### src/rtl/ovl_pkg.sv
package ovl_pkg;
  localparam int REG_W = 32;
  localparam int NREG  = 12;
  localparam int HALF  = REG_W / 2;

  typedef enum logic [3:0] {
    RI_CTRL, RI_LINOFF, RI_STRIDE, RI_POS, RI_SIZE, RI_KLOW,
    RI_KMASK, RI_SURF, RI_KHIGH, RI_TILEOFF, RI_ALPHA, RI_GAMMA
  } reg_idx_t;

  // dense words 0..10, gamma sits apart at byte 0x74
  localparam int LAST_DENSE = 10;
  localparam int GAMMA_WORD = 'h74 / 4;

  // control bit positions decoded by the fetch engine
  localparam int CB_EN    = 31;
  localparam int CB_GAMMA = 30;
  localparam int CB_FMT   = 26;
  localparam int CB_CKEY  = 22;
  localparam int CB_ORDER = 16;
  localparam int CB_TILE  = 10;

  typedef struct packed {
    logic     hit;
    reg_idx_t idx;
  } dec_t;

  function automatic dec_t map_offset(input logic [15:0] byte_ofs);
    dec_t r;
    int   word;
    r.hit = 1'b0;
    r.idx = RI_CTRL;
    word  = int'(byte_ofs[15:2]);
    if (byte_ofs[1:0] == 2'b00) begin
      if (word <= LAST_DENSE) begin
        r.hit = 1'b1;
        r.idx = reg_idx_t'(word[3:0]);
      end else if (word == GAMMA_WORD) begin
        r.hit = 1'b1;
        r.idx = RI_GAMMA;
      end
    end
    return r;
  endfunction

  function automatic logic [HALF:0] len_from_field(input logic [HALF-1:0] f);
    return {1'b0, f} + {{HALF{1'b0}}, 1'b1};
  endfunction

  function automatic logic [REG_W-1:0] pick_start(input logic is_tiled,
                                                  input logic [REG_W-1:0] lin,
                                                  input logic [REG_W-1:0] tile);
    return is_tiled ? tile : lin;
  endfunction
endpackage

### src/rtl/ovl_addr_decode.sv
module ovl_addr_decode
  import ovl_pkg::*;
#(
  parameter int ADDR_W = 8
) (
  input  logic [ADDR_W-1:0] addr,
  output logic              hit,
  output reg_idx_t          idx
);
  localparam int PAD = 16 - ADDR_W;
  dec_t d;

  generate
    if (PAD > 0) begin : g_pad
      always_comb d = map_offset({{PAD{1'b0}}, addr});
    end else begin : g_nopad
      always_comb d = map_offset(addr[15:0]);
    end
  endgenerate

  assign hit = d.hit;
  assign idx = d.idx;
endmodule

### src/rtl/ovl_shadow_regs.sv
module ovl_shadow_regs
  import ovl_pkg::*;
(
  input  logic                        clk,
  input  logic                        rst_n,
  input  logic                        wr_hit,
  input  reg_idx_t                    wr_idx,
  input  logic [REG_W-1:0]            wr_data,
  input  logic                        vblank,
  output logic [NREG-1:0][REG_W-1:0]  pend,
  output logic [NREG-1:0][REG_W-1:0]  live,
  output logic                        armed
);
  logic [NREG-1:0] we;
  logic            surf_wr;
  logic            commit_fire;

  generate
    for (genvar g = 0; g < NREG; g++) begin : g_we
      assign we[g] = wr_hit && (int'(wr_idx) == g);
    end
  endgenerate

  assign surf_wr     = we[RI_SURF];
  assign commit_fire = vblank && armed;

  always_ff @(posedge clk) begin
    if (!rst_n) begin
      pend <= '0;
      live <= '0;
    end else begin
      for (int i = 0; i < NREG; i++) begin
        if (we[i])       pend[i] <= wr_data;
        if (commit_fire) live[i] <= pend[i];
      end
    end
  end

  always_ff @(posedge clk) begin
    if (!rst_n)           armed <= 1'b0;
    else if (surf_wr)     armed <= 1'b1;
    else if (commit_fire) armed <= 1'b0;
  end

  assert_surf_arms_R3: assert property (@(posedge clk) disable iff (!rst_n)
    surf_wr |=> armed);

  assert_blank_disarms_R5: assert property (@(posedge clk) disable iff (!rst_n)
    (commit_fire && !surf_wr) |=> !armed);

  assert_live_frozen_R4: assert property (@(posedge clk) disable iff (!rst_n)
    !commit_fire |=> $stable(live));

  assert_live_takes_pend_R5: assert property (@(posedge clk) disable iff (!rst_n)
    commit_fire |=> (live == $past(pend)));
endmodule

### src/rtl/ovl_field_unpack.sv
module ovl_field_unpack
  import ovl_pkg::*;
(
  input  logic [REG_W-1:0] ctrl,
  input  logic [REG_W-1:0] pos,
  input  logic [REG_W-1:0] size,
  input  logic [REG_W-1:0] lin_ofs,
  input  logic [REG_W-1:0] tile_ofs,
  output logic             plane_en,
  output logic             gamma_en,
  output logic [3:0]       pix_fmt,
  output logic             ckey_en,
  output logic [1:0]       yuv_order,
  output logic             tiled,
  output logic [HALF-1:0]  pos_x,
  output logic [HALF-1:0]  pos_y,
  output logic [HALF:0]    width,
  output logic [HALF:0]    height,
  output logic [REG_W-1:0] fetch_ofs
);
  assign plane_en  = ctrl[CB_EN];
  assign gamma_en  = ctrl[CB_GAMMA];
  assign pix_fmt   = ctrl[CB_FMT +: 4];
  assign ckey_en   = ctrl[CB_CKEY];
  assign yuv_order = ctrl[CB_ORDER +: 2];
  assign tiled     = ctrl[CB_TILE];
  assign pos_x     = pos[HALF-1:0];
  assign pos_y     = pos[REG_W-1:HALF];
  assign width     = len_from_field(size[HALF-1:0]);
  assign height    = len_from_field(size[REG_W-1:HALF]);
  assign fetch_ofs = pick_start(tiled, lin_ofs, tile_ofs);
endmodule

### src/rtl/ovl_plane_regs.sv
module ovl_plane_regs
  import ovl_pkg::*;
#(
  parameter int ADDR_W = 8
) (
  input  logic              clk,
  input  logic              rst_n,
  input  logic              wr_en,
  input  logic [ADDR_W-1:0] wr_addr,
  input  logic [31:0]       wr_data,
  input  logic [ADDR_W-1:0] rd_addr,
  output logic [31:0]       rd_data,
  input  logic              vblank,
  output logic              commit_pending,
  output logic [31:0]       surf_live,
  output logic              plane_en,
  output logic              gamma_en,
  output logic [3:0]        pix_fmt,
  output logic              ckey_en,
  output logic [1:0]        yuv_order,
  output logic              tiled,
  output logic [15:0]       pos_x,
  output logic [15:0]       pos_y,
  output logic [16:0]       width,
  output logic [16:0]       height,
  output logic [31:0]       fetch_ofs
);
  logic                       wr_hit_raw, rd_hit;
  reg_idx_t                   wr_idx, rd_idx;
  logic [NREG-1:0][REG_W-1:0] pend, live;

  ovl_addr_decode #(.ADDR_W(ADDR_W)) u_wdec (
    .addr(wr_addr), .hit(wr_hit_raw), .idx(wr_idx));
  ovl_addr_decode #(.ADDR_W(ADDR_W)) u_rdec (
    .addr(rd_addr), .hit(rd_hit), .idx(rd_idx));

  ovl_shadow_regs u_regs (
    .clk(clk), .rst_n(rst_n), .wr_hit(wr_en && wr_hit_raw), .wr_idx(wr_idx),
    .wr_data(wr_data), .vblank(vblank), .pend(pend), .live(live),
    .armed(commit_pending));

  assign rd_data   = rd_hit ? pend[rd_idx] : '0;
  assign surf_live = live[RI_SURF];

  ovl_field_unpack u_unpack (
    .ctrl(live[RI_CTRL]), .pos(live[RI_POS]), .size(live[RI_SIZE]),
    .lin_ofs(live[RI_LINOFF]), .tile_ofs(live[RI_TILEOFF]),
    .plane_en(plane_en), .gamma_en(gamma_en), .pix_fmt(pix_fmt),
    .ckey_en(ckey_en), .yuv_order(yuv_order), .tiled(tiled),
    .pos_x(pos_x), .pos_y(pos_y), .width(width), .height(height),
    .fetch_ofs(fetch_ofs));

  assert_disarm_needs_blank_R5: assert property (@(posedge clk) disable iff (!rst_n)
    $fell(commit_pending) |-> $past(vblank));
endmodule

### config.mk
export PLATFORM = sky130hd
export DESIGN_NAME = ovl_plane_regs
export DESIGN_NICKNAME = d
export VERILOG_FILES = /design/src/rtl/ovl_pkg.sv /design/src/rtl/ovl_addr_decode.sv /design/src/rtl/ovl_shadow_regs.sv /design/src/rtl/ovl_field_unpack.sv /design/src/rtl/ovl_plane_regs.sv
export SDC_FILE = /design/constraint.sdc
export NUM_CORES = 1
export LEC_CHECK = 0
export BUFFER_PORTS_ARGS = -buffer_cell sky130_fd_sc_hd__buf_4
export CORE_MARGIN = 2
export CORE_UTILIZATION = 55
export DETAILED_ROUTE_END_ITERATION = 8
export PLACE_DENSITY = 0.74
export SYNTH_ARGS = -nofsm -noshare
export SYNTH_HDL_FRONTEND = slang
export SYNTH_SLANG_ARGS = --single-unit
### constraint.sdc
create_clock -name clk -period 4.76 [get_ports clk]
set_clock_uncertainty 0.15 [all_clocks]
set_input_delay 0.238 -clock clk [delete_from_list [all_inputs] [get_ports clk]]
set_output_delay 0.238 -clock clk [all_outputs]
set_load 0.01 [all_outputs]
==> flow_metrics.env <==
export IMPL_hp_class="input pin to flip-flop"
export IMPL_place_inst=3692
export IMPL_numCtsBuffers=58
export IMPL_hold_violations=0
export IMPL_first_global_vias=20900
export IMPL_fillers=4063
export IMPL_finalWeightedCongestion=0.939
export IMPL_fin_cells=3836
export IMPL_synth_mux_area_share_pct=7.62
export IMPL_cp_required_ns=4.37
export IMPL_fmax_mhz=281
export IMPL_cellLeakagePower_nw=10.2
export IMPL_synth_top_area_share_pct=43.4
export IMPL_clk_path_buf_depth=3
export IMPL_finalInstanceArea_sq_um=29100
export IMPL_first_pass_iters=5
export IMPL_top_layer="met4"
export IMPL_wl_met2_mm=38.5
export IMPL_synth_distinct_cells=60
export IMPL_routed_wl_mm=80.2
export IMPL_routed_via_density=5.79
export IMPL_clock_sinks=555
export IMPL_multi_input_area_sq_um=12900
export IMPL_avgRoutedWirePerCell_microns=20.9
export IMPL_die_h_microns=220
export IMPL_synth_edff_count=0
export IMPL_yosys_area_top_type="dfxtp_1"
export IMPL_finalSetupViolCount=0
export IMPL_design_die_area_sq_um=48300
export IMPL_min_period_over_period_pct=74.8
export IMPL_wl_met1_mm=32.0
export IMPL_io_pins=225
export IMPL_start_util_pct=55.4
export IMPL_area_growth_pct=13.5
export IMPL_antenna_left=0
export IMPL_end_kind="output pin"
export IMPL_syn_avg_cell_area_sq_um=8.09
export IMPL_min_period_ns=3.56
export IMPL_ys_flop_type="dfxtp_1"
export IMPL_critPathArrivalTime_ns=3.17
export IMPL_final_seq_area_sq_um=11100
export IMPL_power_mw=9.80
export IMPL_antenna_found_initial=3
export IMPL_grt_use_total_pct=32.2
export IMPL_drt_initial_drc_count=1980
export IMPL_cap_viol_max_count=0
export IMPL_relSlewSlack_pct=13.4
export IMPL_critPathLaunchType="input pin"
export IMPL_cts_resized=0
export IMPL_drive_gt1_share_pct=13.1
export IMPL_yosys_area_share_adder_pct=0.0976
export IMPL_ctsHtreeMaxLevel=2
export IMPL_synthCells=3166
export IMPL_cts_tree="built"
export IMPL_synth_area_leaders="dfxtp_1 43%, nand2_1 16%, a21boi_0 7.8%, mux2i_1 6.2%, a21boi_1 5.7%"
export IMPL_layout_nets=3233
export IMPL_hpwl_mm=51.2
export IMPL_status="completed"
export IMPL_slew_viol_final=0
export IMPL_rsz0062_at_grt="no"
export IMPL_drc_errors=0
export IMPL_synth_common_cells="1,059 x nand2_1, 555 x dfxtp_1, 265 x a21boi_0"
export IMPL_synth_simple_gate_area_share_pct=22.9
export IMPL_root_buffer="clkbuf_16"
export IMPL_grt_pass1_wl_mm=120
export IMPL_synth_xor_area_share_pct=0.957
export IMPL_synth_seq_area_share_pct=43.4
export IMPL_synth_compound_area_share_pct=18.3
export IMPL_hold_slack_ns=0.0324
export IMPL_yosysWarnings=0
export IMPL_r2r_slack_ns=2.36
export IMPL_synth_net_count=3220
export IMPL_overflow=0
export IMPL_vias=22200
export IMPL_wl_met3_mm=5.76
export IMPL_worstSkewPairLatency_ns=0.61
export IMPL_io_buffers=224
export IMPL_syn_area_sq_um=25600
export IMPL_grt_max_degree=190
export IMPL_path_clk_slew_ns=0.06
export IMPL_cp_max_fo=34
export IMPL_yosysMostFrequentCell="nand2_1"
export IMPL_synth_seq_cells=555
export IMPL_die_w_microns=220
export IMPL_finalSetupTns_ns=0
export IMPL_worst_pin_slew_ns=1.30
export IMPL_path_class="input pin to output pin"
export IMPL_synth_top_family_by_area="simple AND/OR/NAND/NOR gates"
export IMPL_rows=79
export IMPL_ir_drop_mv=0.265
export IMPL_p_per_area_nw_per_um2=337
export IMPL_async_flop_share_pct=0
export IMPL_post_cts_buffers=0
export IMPL_postPlaceCellArea_sq_um=26700
export IMPL_core_region_area_sq_um=46300
[per-stage QoR]
stage	utilization, %	worst slack, ns
2_1_floorplan	-	2.59
3_3_place_gp	57.8	1.28
3_5_place_dp	57.8	1.27
4_1_cts	62.9	1.27
5_1_grt	62.9	1.11
6_report	62.9	1.20
[flip-flops by register name (all words and copies together) (netlist names)]
register,cells
u_regs.armed,1
u_regs.live,170
u_regs.pend,384
[final timing paths]
check,startpoint,to,cells after the start
min reg2reg,u_regs.pend[194],u_regs.pend[194],2
min,wr_addr[5],u_regs.pend[202],6
max,rd_addr[5],rd_data[1],7
max reg2reg,u_regs.armed,u_regs.live[96],4
[layout make-up]
cell class / instances / share of cell area [%]
inverter: 5 / 0.0645
sequential: 555 / 38.2
multi-input combinational: 2265 / 44.2
clock buffer: 88 / 6.14
tap: 607 / 2.61
antenna: 4 / 0.0344
timing repair buffer: 294 / 8.03
clock inverter: 18 / 0.761
[placed cells by master, fill, tap and decap left out, types with 7 or more instances in the layout]
cell type      count
a211oi_1          31
a21boi_0         265
a21boi_1         194
a21oi_1            9
and3_1            44
buf_4            256
clkbuf_1          11
clkbuf_16         61
clkbuf_8          16
clkinv_2          11
dfxtp_1          555
dlygate4sd3_1     34
mux2_2            32
mux2i_1          159
nand2_1         1058
nand3_1           47
nor2_1           100
nor2b_1           97
o2111ai_1         31
o21ai_0           66
o22ai_1           31
xnor2_1           21
xor2_1             7
[power by group]
part	internal (mW)	switching [mW]
Sequential	4.65	0.00283
Clock	2.85	1.89
Combinational	0.158	0.261
Total	7.65	2.15
[logic make-up (layout without fill, tap and decap cells)]
kind of cell               count (synthesis)  after routing
AOI/OAI and AO/OA                        645            645
buffers and inverters                    346            405
xor gates and xnor gates                  28             28
and+or+nand+nor                         1399           1399
muxes                                    191            191
DFF                                      555            555
adders and majority gates                  2              2
other                                      0              4
[repair_timing]
action / 4_1_cts / 5_1_grt
hold buffers: 34 / 0
endpoints found under the hold margin: 385 / 0
setup endpoints to repair: 0 / 0
[per-layer routing]
layer / vias up / global-route usage (%)
met1: 10700 / 39.8
li1: 10400 / -
met4: 0 / 16.1
met5: - / 0
met2: 859 / 54.3
met3: 213 / 5.26
[critical path, stage by stage]
cell and delay (ns):
buf_4 0.17, or3_2 0.87, or3_1 0.96, o21ai_0 0.41, a211oi_1 0.09, and3_1 0.24
buf_4 0.16
(Power assumes the default switching activity.)
